--- config.mk ---
export PLATFORM = sky130hd
export DESIGN_NAME = alu_board_top
export DESIGN_NICKNAME = d
export VERILOG_FILES = /design/src/rtl/alu_pkg.sv /design/src/rtl/alu_full_adder.sv /design/src/rtl/alu_bit_slice.sv /design/src/rtl/alu_core.sv /design/src/rtl/seg_hex_decoder.sv /design/src/rtl/alu_board_top.sv
export SDC_FILE = /design/constraint.sdc
export NUM_CORES = 1
export LEC_CHECK = 0
export ABC_CLOCK_PERIOD_IN_PS = 10800
export BUFFER_PORTS_ARGS = -buffer_cell sky130_fd_sc_hd__clkbuf_2
export CAP_MARGIN = 30
export CORE_MARGIN = 1
export CORE_UTILIZATION = 39
export DETAILED_ROUTE_END_ITERATION = 12
export PLACE_DENSITY_LB_ADDON = 0.15
export SYNTH_ARGS = -nofsm -noshare
export SYNTH_HDL_FRONTEND = slang
export SYNTH_HIERARCHICAL = 1
export SYNTH_SLANG_ARGS = --single-unit
export TNS_END_PERCENT = 30
--- constraint.sdc ---
create_clock -name vclk -period 10.8
set_input_delay 0.54 -clock vclk [all_inputs]
set_output_delay 0.54 -clock vclk [all_outputs]
set_load 0.05 [all_outputs]
--- src/rtl/alu_pkg.sv ---
package alu_pkg;

    typedef enum logic [1:0] {
        SEL_AND = 2'b00,
        SEL_OR  = 2'b01,
        SEL_SUM = 2'b10,
        SEL_SLT = 2'b11
    } slice_sel_e;

    typedef struct packed {
        logic       a_inv;
        logic       b_neg;
        slice_sel_e sel;
    } alu_op_t;

    typedef struct packed {
        logic c;
        logic v;
        logic n;
        logic z;
    } alu_flags_t;

    localparam int FLAG_W = $bits(alu_flags_t);
    localparam int OP_W   = $bits(alu_op_t);

endpackage

--- src/rtl/alu_full_adder.sv ---
module alu_full_adder (
    input  logic x_i,
    input  logic y_i,
    input  logic c_i,
    output logic s_o,
    output logic c_o
);

    assign s_o = x_i ^ y_i ^ c_i;
    assign c_o = (x_i & y_i) | (x_i & c_i) | (y_i & c_i);


    always_comb begin
        fa_count_chk: assert ({c_o, s_o} == 2'(x_i) + 2'(y_i) + 2'(c_i))
            else $error("full adder mismatch");
    end

endmodule

--- src/rtl/alu_bit_slice.sv ---
module alu_bit_slice
    import alu_pkg::*;
(
    input  logic       a_i,
    input  logic       b_i,
    input  logic       cin_i,
    input  logic       less_i,
    input  alu_op_t    op_i,
    output logic       res_o,
    output logic       sum_o,
    output logic       cout_o
);

    logic a_cond;
    logic b_cond;

    assign a_cond = a_i ^ op_i.a_inv;
    assign b_cond = b_i ^ op_i.b_neg;

    alu_full_adder u_fa (
        .x_i (a_cond),
        .y_i (b_cond),
        .c_i (cin_i),
        .s_o (sum_o),
        .c_o (cout_o)
    );

    always_comb begin
        unique case (op_i.sel)
            SEL_AND: res_o = a_cond & b_cond;
            SEL_OR:  res_o = a_cond | b_cond;
            SEL_SUM: res_o = sum_o;
            SEL_SLT: res_o = less_i;
            default: res_o = 1'b0;
        endcase
    end

endmodule

--- src/rtl/alu_core.sv ---
module alu_core
    import alu_pkg::*;
#(
    parameter int WIDTH = 4
) (
    input  logic [WIDTH-1:0] a_i,
    input  logic [WIDTH-1:0] b_i,
    input  alu_op_t          op_i,
    output logic [WIDTH-1:0] res_o,
    output alu_flags_t       flags_o
);

    localparam int TOP = WIDTH - 1;

    logic [WIDTH:0]   carry;
    logic [WIDTH-1:0] sum_v;
    logic             ovf;
    logic             set_lt;

    assign carry[0] = op_i.b_neg;

    for (genvar i = 0; i < WIDTH; i++) begin : g_slice
        logic less_in;
        if (i == 0) begin : g_lsb
            assign less_in = set_lt;
        end else begin : g_upper
            assign less_in = 1'b0;
        end
        alu_bit_slice u_slice (
            .a_i    (a_i[i]),
            .b_i    (b_i[i]),
            .cin_i  (carry[i]),
            .less_i (less_in),
            .op_i   (op_i),
            .res_o  (res_o[i]),
            .sum_o  (sum_v[i]),
            .cout_o (carry[i+1])
        );
    end

    assign ovf    = carry[TOP] ^ carry[WIDTH];
    assign set_lt = sum_v[TOP] ^ ovf;

    assign flags_o.c = carry[WIDTH];
    assign flags_o.v = ovf;
    assign flags_o.n = res_o[TOP];
    assign flags_o.z = ~|res_o;

    logic [WIDTH-1:0] a_eff;
    logic [WIDTH-1:0] b_eff;
    logic [WIDTH:0]   wide_sum;
    assign a_eff    = op_i.a_inv ? ~a_i : a_i;
    assign b_eff    = op_i.b_neg ? ~b_i : b_i;
    assign wide_sum = (WIDTH+1)'(a_eff) + (WIDTH+1)'(b_eff) + (WIDTH+1)'(op_i.b_neg);

    always_comb begin

        sum_path_chk: assert (sum_v == wide_sum[WIDTH-1:0])
            else $error("ripple sum mismatch");

        carry_out_chk: assert (flags_o.c == wide_sum[WIDTH])
            else $error("carry flag mismatch");

        no_overflow_chk: assert (flags_o.v ==
            ((a_eff[TOP] == b_eff[TOP]) && (wide_sum[TOP] != a_eff[TOP])))
            else $error("overflow flag mismatch");

        slt_upper_chk: assert (op_i.sel != SEL_SLT || res_o[WIDTH-1:1] == '0)
            else $error("slt upper bits set");

        nz_excl_chk: assert (!(flags_o.n && flags_o.z))
            else $error("negative and zero both set");
    end

endmodule

--- src/rtl/seg_hex_decoder.sv ---
module seg_hex_decoder #(
    parameter int SEG_W = 7
) (
    input  logic [3:0]       nib_i,
    output logic [SEG_W-1:0] seg_n_o
);

    logic [SEG_W-1:0] lit;

    always_comb begin
        unique case (nib_i)
            4'h0: lit = 7'h3F;
            4'h1: lit = 7'h06;
            4'h2: lit = 7'h5B;
            4'h3: lit = 7'h4F;
            4'h4: lit = 7'h66;
            4'h5: lit = 7'h6D;
            4'h6: lit = 7'h7D;
            4'h7: lit = 7'h07;
            4'h8: lit = 7'h7F;
            4'h9: lit = 7'h6F;
            4'hA: lit = 7'h77;
            4'hB: lit = 7'h7C;
            4'hC: lit = 7'h39;
            4'hD: lit = 7'h5E;
            4'hE: lit = 7'h79;
            4'hF: lit = 7'h71;
            default: lit = '0;
        endcase
    end

    assign seg_n_o = ~lit;


    always_comb begin
        seg_min_lit_chk: assert ($countones(~seg_n_o) >= 2)
            else $error("fewer than two segments lit");
    end

endmodule

--- src/rtl/alu_board_top.sv ---
module alu_board_top
    import alu_pkg::*;
#(
    parameter int OPND_W = 4,
    parameter int SEG_W  = 7
) (
    input  logic [OPND_W-1:0] sw_a_i,
    input  logic [OPND_W-1:0] sw_b_i,
    input  logic [OP_W-1:0]   key_n_i,
    output logic [SEG_W-1:0]  hex_d3_o,
    output logic [SEG_W-1:0]  hex_d2_o,
    output logic [SEG_W-1:0]  hex_d1_o,
    output logic [SEG_W-1:0]  hex_d0_o
);

    localparam int DIGITS = 4;

    alu_op_t          op;
    logic [OPND_W-1:0] res;
    alu_flags_t       flags;

    assign op = alu_op_t'(~key_n_i);

    alu_core #(.WIDTH(OPND_W)) u_core (
        .a_i     (sw_a_i),
        .b_i     (sw_b_i),
        .op_i    (op),
        .res_o   (res),
        .flags_o (flags)
    );

    logic [DIGITS-1:0][3:0]       nib;
    logic [DIGITS-1:0][SEG_W-1:0] seg;

    assign nib[3] = 4'(sw_a_i);
    assign nib[2] = 4'(sw_b_i);
    assign nib[1] = flags;
    assign nib[0] = 4'(res);

    for (genvar d = 0; d < DIGITS; d++) begin : g_digit
        seg_hex_decoder #(.SEG_W(SEG_W)) u_dec (
            .nib_i   (nib[d]),
            .seg_n_o (seg[d])
        );
    end

    assign hex_d3_o = seg[3];
    assign hex_d2_o = seg[2];
    assign hex_d1_o = seg[1];
    assign hex_d0_o = seg[0];


    always_comb begin
        idle_and_chk: assert (key_n_i != '1 || res == (sw_a_i & sw_b_i))
            else $error("idle buttons not AND");
    end

endmodule

==> summary.txt <==
Via density = 5.16
hold depth = 3
hpwl dp = 2310 microns
# resized after CTS = 0
Detail Route Antenna Nets = 0
NumNets Final = 241
area taken by multi-input logic gates = 1210 sq um
global placement routability congestion = 0.790
final core utilization = 46.3%
vias in the first global route = 1029
Synth Area per Inst = 8.15 sq um
crit path time final = 6.24 ns
Hold Startpoint = sw_b_i[2]
DRC viols = 0
standard-cell rows = 21
core area = 3340 sq um
global-route wire length before repair = 4310 microns
Synth Instances = 167
register area share after synthesis = 0%
vias post-DR = 1264
final setup vio count = 0
initial antenna violation count = 0
seq_cells = 0
Total Neg Setup Slack = 0 ns
simple-gate portion of the synthesized area = 17.0%
routed wire length = 2730 microns
dominant cell type by area after synthesis = ha_1
# port buffers = 40
CP Capture Type = primary output
proportion of synthesized area in mux cells = 16.5%
Worst Max-Slew Pin Slew = 0.846 ns
hold crit path type = in2out
Clock Buffer Count = 0
Die ar. = 3730 sq um
Synth cell types = 26
# Max-Cap Violations = 0
relative slew slack = 43.6%
gr ovfl total = 0
Worst Path Required = 10.26 ns
Horiz. Die Dim = 61.1 microns
DRT Pass-1 Iters = 4
worst hold endpoint = hex_d2_o[0]
run status = completed
CP arrival = 5.70 ns
synthesized cell area = 1360 sq um
Startpoint Class = primary input
DRT iter0 DRCs = 53
Power Dens Cells = 146 nW/um^2
drt wl/cell = 11.2 microns
Synth Warn # = 6
Crit Path Max Fanout = 14
Max Transition Viols Final = 0
Fillers = 356
Tcrit/Tclk final = 57.7%
Final Hold Viols = 0
synthesized-area fraction occupied by adder cells = 27.9%
Area Growth Syn to Fin = 13.6%
WS Path Type = in2out
xor/xnor share of the synthesized area = 7.54%
largest family of logic cells by synthesized area = adder cells
Compound-Gate Fraction of Synth Area = 18.8%
Reg area = 0 sq um
largest net degree at the start of global routing = 19
GRT Util Overall = 14.4%
# hold bufs at CTS = 0
Leak = 0.000844 uW
unrepaired setup endpoints after global routing = false
post-synth top area share = 22.1%
Peak VDD IR = 32.7 uV
Initial Util = 40.8%
Vert. Die Dim = 61.1 microns
top area cells in the synthesized netlist = ha_1, mux2i_1, mux4_1
I/O pin cnt = 40
antenna cell count = 0
post-CTS setup buffer count = 0
fraction of layout cells with a size suffix above 1 = 22.6%
maximum clock frequency = 160 MHz
## routing by layer
metal | share of wire, % | GRT usage, % | up-vias
li1 | - | - | 642
met2 | 50 | 28.0 | 26
met1 | 47 | 18.7 | 596
met3 | 2.9 | 0.420 | 0
met4 | 0 | 0 | 0
met5 | 0 | 0 | -
## cell usage in the layout, fill, tap and decap left out, drive strengths merged, types with 8 or more instances in the layout
cell,synthesis,routed
o21ai,8,8
a22o,8,8
nor2,16,16
ha,24,24
xor2,9,9
nand2,12,12
mux2i,12,12
inv,20,20
nor2b,8,8
clkbuf,0,40
## layout make-up
type                            count  area share, %
Timing Repair Buffer               41           13.4
Multi-Input combinational cell    138           78.0
Inverter                           20           4.85
Tap cell                           46           3.72
## through the flow
stage          std cells  setup WS [ns]  hold WS (ns)  cell area [sq um]  total power [uW]
4_1_cts              245           4.55          1.63               1550               227
5_1_grt              245           4.16          1.67               1550               245
3_3_place_gp         245           4.72          1.62               1550               224
2_1_floorplan        169           4.75          1.45               1370               192
6_report             245           4.56          1.63               1550               225
3_5_place_dp         245           4.58          1.63               1550               227
## how the worst max path moves through the flow
stage	from	endpoint	slack, ns	cells after the start
after floorplan	key_n_i[3]	hex_d1_o[4]	4.75	14
after global placement	key_n_i[3]	hex_d1_o[3]	4.72	16
after detailed placement	key_n_i[3]	hex_d1_o[3]	4.58	16
after CTS	key_n_i[3]	hex_d1_o[3]	4.55	16
after global routing	key_n_i[3]	hex_d1_o[3]	4.16	16
final	key_n_i[2]	hex_d1_o[3]	4.56	16
## cell usage after synthesis, drive strengths merged
| master | number |
|---|---|
| nor2b | 8 |
| mux4 | 4 |
| conb | 1 |
| xor2 | 9 |
| o32ai | 4 |
| a32o | 4 |
| a31oi | 4 |
| nor2 | 16 |
| nand2b | 4 |
| nand2 | 12 |
| a22o | 8 |
| buf | 11 |
| mux2i | 12 |
| or3b | 4 |
| o21ai | 8 |
| ha | 24 |
| fa | 4 |
| a21oi | 4 |
| xor3 | 1 |
| o22ai | 4 |
| nor4 | 1 |
| inv | 20 |
## worst max-delay path, cell delays in order
cell	delay, ns
clkbuf_2	0.08
inv_1	0.17
xor2_1	0.15
fa_1	0.43
fa_1	0.39
fa_1	0.47
fa_1	0.64
xor3_1	0.46
mux2i_1	0.15
o22ai_1	0.20
nor4_1	0.69
inv_1	0.23
ha_1	0.33
inv_1	0.04
mux4_1	0.47
clkbuf_2	0.25
## cell families (layout without fill, tap and decap cells)
| group | Yosys count | in the layout |
|---|---|---|
| other | 1 | 3 |
| buffers and inverters | 31 | 61 |
| xor gates and xnor gates | 10 | 10 |
| muxes | 16 | 16 |
| and+or+nand+nor | 45 | 45 |
| AOI/OAI and AO/OA | 36 | 36 |
| adders and majority gates | 28 | 28 |
## where the power goes
group / switching [uW] / leakage [uW] / internal, uW
logic: 158 / 0.000844 / 67.7
clock network: 0 / 0 / 0
registers: 0 / 0 / 0
Note: power is estimated with default switching activity, not from simulation.
